File: config.mk
export PLATFORM = sky130hd
export DESIGN_NAME = bcd_alarm_cmp
export DESIGN_NICKNAME = d
export VERILOG_FILES = /design/src/rtl/bcd_alarm_pkg.sv /design/src/rtl/bcd_alarm_ctrl.sv /design/src/rtl/bcd_alarm_dp.sv /design/src/rtl/bcd_alarm_cmp.sv
export SDC_FILE = /design/constraint.sdc
export NUM_CORES = 1
export LEC_CHECK = 0
export BUFFER_PORTS_ARGS = -buffer_cell sky130_fd_sc_hd__buf_2
export CORE_AREA = 4 4 48 50
export DETAILED_ROUTE_END_ITERATION = 8
export DIE_AREA = 0 0 52 54
export PLACE_DENSITY_LB_ADDON = 0.15
export SYNTH_ARGS = -nofsm -noshare
export SYNTH_HDL_FRONTEND = slang
export SYNTH_SLANG_ARGS = --single-unit
File: constraint.sdc
create_clock -name clk -period 1.7 [get_ports clk]
set_clock_uncertainty 0.15 [all_clocks]
set_input_delay 0.34 -clock clk [delete_from_list [all_inputs] [get_ports clk]]
set_output_delay 0.34 -clock clk [all_outputs]
set_load 0.03 [all_outputs]
File: src/rtl/bcd_alarm_pkg.sv
package bcd_alarm_pkg;
  localparam int REG_W   = 8;
  localparam int FIELD_W = 6;
  localparam int IGN_BIT = REG_W - 1;
  localparam logic [REG_W-1:0] ZERO_MASK = 8'h40;

  typedef struct packed {
    logic wrDate;
    logic wrHours;
    logic evalNow;
  } alarmStrobes_t;
endpackage

File: src/rtl/bcd_alarm_ctrl.sv
module bcd_alarm_ctrl
  import bcd_alarm_pkg::*;
(
  input  logic          regWrEn,
  input  logic          regAddr,
  input  logic          timeTick,
  output alarmStrobes_t strobes
);
  always_comb begin
    strobes.wrDate  = regWrEn && !regAddr;
    strobes.wrHours = regWrEn && regAddr;
    strobes.evalNow = timeTick;
  end
endmodule

File: src/rtl/bcd_alarm_dp.sv
module bcd_alarm_dp
  import bcd_alarm_pkg::*;
(
  input  logic               clk,
  input  logic               rstN,
  input  alarmStrobes_t      strobes,
  input  logic [REG_W-1:0]   wrData,
  input  logic [FIELD_W-1:0] curDate,
  input  logic [FIELD_W-1:0] curHours,
  output logic [REG_W-1:0]   dateReg,
  output logic [REG_W-1:0]   hoursReg,
  output logic               alarmHit
);
  logic [REG_W-1:0] cleanData;
  logic dateOk, hoursOk;

  assign cleanData = wrData & ~ZERO_MASK;
  assign dateOk  = dateReg[IGN_BIT]  || (dateReg[FIELD_W-1:0]  == curDate);
  assign hoursOk = hoursReg[IGN_BIT] || (hoursReg[FIELD_W-1:0] == curHours);

  always_ff @(posedge clk) begin
    if (!rstN) begin
      dateReg  <= '0;
      hoursReg <= '0;
      alarmHit <= 1'b0;
    end else begin
      if (strobes.wrDate)  dateReg  <= cleanData;
      if (strobes.wrHours) hoursReg <= cleanData;
      alarmHit <= strobes.evalNow && dateOk && hoursOk;
    end
  end

  // no pulse without a strobe in the previous cycle
  p_pulse_needs_tick_r5: assert property (@(posedge clk) disable iff (!rstN)
    !strobes.evalNow |=> !alarmHit);
  // both fields ignored, every strobe pulses
  p_all_ignored_r7: assert property (@(posedge clk) disable iff (!rstN)
    (strobes.evalNow && dateReg[IGN_BIT] && hoursReg[IGN_BIT]) |=> alarmHit);
  // an unmasked date mismatch blocks the pulse
  p_date_mismatch_r4: assert property (@(posedge clk) disable iff (!rstN)
    (strobes.evalNow && !dateReg[IGN_BIT] && dateReg[FIELD_W-1:0] != curDate) |=> !alarmHit);
  // registers hold when not written
  p_hold_r2: assert property (@(posedge clk) disable iff (!rstN)
    !(strobes.wrDate || strobes.wrHours) |=> ($stable(dateReg) && $stable(hoursReg)));
  // bit 6 never set in storage
  p_zero_bit_r3: assert property (@(posedge clk) disable iff (!rstN)
    !dateReg[6] && !hoursReg[6]);
endmodule

File: src/rtl/bcd_alarm_cmp.sv
module bcd_alarm_cmp
  import bcd_alarm_pkg::*;
(
  input  logic               clk,
  input  logic               rstN,
  input  logic               regWrEn,
  input  logic               regAddr,
  input  logic [REG_W-1:0]   regWrData,
  output logic [REG_W-1:0]   regRdData,
  input  logic [FIELD_W-1:0] curDate,
  input  logic [FIELD_W-1:0] curHours,
  input  logic               timeTick,
  output logic               alarmHit
);
  alarmStrobes_t strobes;
  logic [REG_W-1:0] dateReg, hoursReg;

  bcd_alarm_ctrl u_ctrl (
    .regWrEn (regWrEn),
    .regAddr (regAddr),
    .timeTick(timeTick),
    .strobes (strobes)
  );

  bcd_alarm_dp u_dp (
    .clk     (clk),
    .rstN    (rstN),
    .strobes (strobes),
    .wrData  (regWrData),
    .curDate (curDate),
    .curHours(curHours),
    .dateReg (dateReg),
    .hoursReg(hoursReg),
    .alarmHit(alarmHit)
  );

  assign regRdData = regAddr ? hoursReg : dateReg;
endmodule

### Yosys cells after proc, flatten, opt, wreduce, memory -nomap -nowiden

Cells that the tools add are included.
W data, S select, Z words.

* equal/unequal tests: 2
* mux-type cells: 1
* reduce and logical (&&, ||, !) cells: 7

Operators by type and width (number)
* $eq A6 B6 Y1: 2
* $mux W8: 1
* $logic_and A1 B1 Y1: 4
* $logic_or A1 B1 Y1: 2
* $logic_not A1 Y1: 1

* flip-flop bits (word level): 15
* input port bits: 25
* output and inout port bits: 9
* word-level logic and storage cells: 13

### Logic depth before layout (Yosys ltp)

* word-level depth: 4
* gate-level depth with buffers: 5
* depth with buffers taken out: 4

### Modules after synthesis

A second synthesis with hierarchy kept.

* cells, all modules: 80
* area total of the unflattened synthesis: 859.6 µm²

By module, submodules not included
* bcd_alarm_dp: times used 1, cells each 68, area each 704.4 µm², seq. area each 300.3 µm²
* bcd_alarm_cmp: times used 1, cells each 9, area each 131.4 µm², seq. area each 0.0 µm²
* bcd_alarm_ctrl: times used 1, cells each 3, area each 23.8 µm², seq. area each 0.0 µm²

### Worst setup path before layout

OpenSTA, ideal clock, no wires.

* kind: in2out
* start: input regAddr
* end: output regRdData[0]
* data arrival time: 1.103 ns
* data required time: 1.210 ns
* setup slack: 0.107 ns
* stages on the path: 3
* path buffers: 2
* cells stage by stage: buf_2 -> buf_2 -> mux2_2

* longest elaborated chain between the ends: 1

Ends and longest elaborated chain
* start: declaration: RTL line bcd_alarm_cmp.sv:7 `input logic regAddr,`
* $mux W8: RTL line bcd_alarm_cmp.sv:37 `assign regRdData = regAddr ? hoursReg : dateReg;`
* end: declaration: RTL line bcd_alarm_cmp.sv:9 `output logic [REG_W-1:0] regRdData,`

No other way between the ends.

### Final worst setup path

* start: input regAddr
* end: output regRdData[7]

The elaborated chain is that of the path after synthesis.

==> impl_metrics.ini <==
[synth]
synth_cell_types = 20
synthCells = 85
synth.avg_cell_area_sq_um = 9.44
ys_seq_area_share_pct = 37.4
synth_area_sq_um = 802
ys_warn_count = 0
ys_ff_latch = 15
synthesis.nets = 110

[cts]
ctsHoldBuffers = 0
clk_pin_slew_worst_paths_ns = 0.09
post_cts_resized = 0
cts_root_buffer = clkbuf_4
cts_tree = built
clk_path_buf_depth = 2
cts.sinks = 15
htree_num_levels = 1
cts_inserted_buffers = 3
postCtsSetupRepairBufs = 0
insertion_delay_ns = 0.28

[pwr]
power_mw = 0.737
p_leak_nw = 0.491
p_per_area_nw_per_um2 = 722
vdd_drop_max_uv = 348

[finish]
fin_cells = 146
n_fill_cell = 202
fin_nets = 145
antennaDiodeCount = 0
syn_to_final_growth_pct = 27.3
drive_gt1_share_pct = 39.5
post-route-util_pct = 53.7

[timing]
max_freq_ghz = 0.619
slew_violations = 0
post-route-period-util_pct = 95.0
hold_violations = 0
fin_tns_setup_ns = 0
report.final.setup_viol = 0
rsz0062_at_grt = no
fin_ws_ns = 0.0856
finalCriticalPeriod_ns = 1.61

[grt]
grt-ovfl-total = 0
grt_pass1_vias = 674
grt_pass1_wl_mm = 2.95
antenna_found_initial = 0
grt_max_degree = 16
track_usage_pct = 14.4

[floorplan]
pin_count = 34
core_area_sq_um = 1900
start_util_pct = 42.2
die_h_um = 54
fp-row-count = 16
dieWidth_um = 52
die_area_sq_um = 2810

[setup_path]
worstSetupStartpointType = input pin
cp.arrival_ns = 1.12
required_ns = 1.21
end_kind = output port
path_max_fanout = 12
critPathKind = input pin to output port

[detailed_routing]
via_per_inst = 4.65
drt-total-wl_mm = 1.82
num_vias = 679
dr.pass1.iters = 4
wl_per_cell_um = 12.5
drtAntennaViolNets = 0
route.detailed.drc = 0
drtIter0Drc = 12

[placed_design]
gp_congestion = 0.689
place_ws_ns = 0.0836
place.port_buffers = 31
dpl.hpwl_mm = 1.42
dpl.cell_count = 142

[hold_path]
hold_path_class = input pin to register

[run]
cap_viol_max_count = 0

[outcome]
status = finished, final reports clean
## critical path, cell delays in order
cell	delay, ns
buf_2	0.23
mux2_2	0.37
buf_2	0.18
## sequential cells by signal, summed over array words and instances (netlist names)
register,cells
u_dp.dateReg,7
u_dp.alarmHit,1
u_dp.hoursReg,7
## synthesized netlist by cell type
master	number	area (sq um)
a21oi_1	1	5.00
nand4_1	1	6.26
a31oi_1	1	6.26
dfxtp_1	15	300
clkbuf_1	1	3.75
mux2i_1	7	70.1
xnor2_1	5	43.8
nand3_1	8	40.0
a21boi_0	3	22.5
conb_1	1	3.75
xor2_1	7	61.3
nand2b_1	1	6.26
nor4_1	2	12.5
nor2b_1	7	43.8
a21boi_2	1	11.3
nand2_1	9	33.8
buf_4	2	15.0
a21boi_1	3	22.5
buf_2	3	15.0
mux2_2	7	78.8
## cells by family (layout without fill, tap and decap cells)
family | after synthesis | in the layout | share of synthesized area, %
other | 1 | 1 | 0.468
DFF | 15 | 15 | 37.4
buffers and inverters | 6 | 40 | 4.21
AOI/OAI and AO/OA | 9 | 9 | 8.42
muxes | 14 | 14 | 18.6
and+or+nand+nor | 28 | 28 | 17.8
xor gates and xnor gates | 12 | 12 | 13.1
## layout by cell type (no fill, tap or decap)
| cell | netlist | final |
|---|---|---|
| a21boi_1 | 3 | 3 |
| xor2_1 | 7 | 7 |
| mux2_2 | 7 | 7 |
| buf_2 | 3 | 31 |
| nor4_1 | 2 | 2 |
| a21boi_2 | 1 | 1 |
| nor2b_1 | 7 | 7 |
| mux2i_1 | 7 | 7 |
| buf_4 | 2 | 5 |
| a31oi_1 | 1 | 1 |
| nand4_1 | 1 | 1 |
| a21boi_0 | 3 | 3 |
| clkbuf_1 | 1 | 1 |
| nand2b_1 | 1 | 1 |
| dfxtp_1 | 15 | 15 |
| xnor2_1 | 5 | 5 |
| clkbuf_4 | 0 | 3 |
| nand2_1 | 9 | 9 |
| a21oi_1 | 1 | 1 |
| conb_1 | 1 | 1 |
| nand3_1 | 8 | 8 |
## routing by layer
layer / up-vias / share of wire [%] / wire length, um / GRT usage, %
li1: 356 / - / - / -
met1: 297 / 47 / 862 / 18.9
met2: 24 / 43 / 786 / 22.0
met3: 2 / 8.5 / 155 / 3.88
met4: 0 / 0.66 / 12 / 6.55
met5: - / 0 / 0 / 0
## stage by stage
stage               cell area, sq um  hold slack, ns
floorplan                        802           0.295
global placement                 995           0.310
detailed placement               995           0.330
CTS                             1020           0.165
global route                    1020           0.168
finish                          1020           0.172
## final cells by class
cell class / count / area (sq um) / area share, %
multi-input combinational: 64 / 468 / 45.8
clock buffer: 4 / 26.3 / 2.57
tap: 27 / 33.8 / 3.31
timing repair buffer: 36 / 193 / 18.9
sequential: 15 / 300 / 29.4
## final timing paths
path | slack, ns | to | depth (start not counted) | from
worst min-delay path | 0.17 | u_dp.hoursReg[1]$_SDFFE_PN0P_ | 3 | regWrData[1]
worst min register to register | 0.33 | u_dp.alarmHit$_SDFF_PN0_ | 2 | u_dp.hoursReg[7]$_SDFFE_PN0P_
worst max register to register | 0.33 | u_dp.alarmHit$_SDFF_PN0_ | 4 | u_dp.hoursReg[3]$_SDFFE_PN0P_
worst max-delay path | 0.09 | regRdData[7] | 3 | regAddr
## power by group
part / leakage [nW] / internal (mW) / switching, mW / total [mW]
combinational: 0.353 / 0.0758 / 0.0804 / 0.156
clock: 0.0150 / 0.0908 / 0.109 / 0.200
sequential: 0.123 / 0.367 / 0.0135 / 0.381
total: 0.491 / 0.534 / 0.203 / 0.737
No activity file was read; power rests on OpenSTA's default activity.
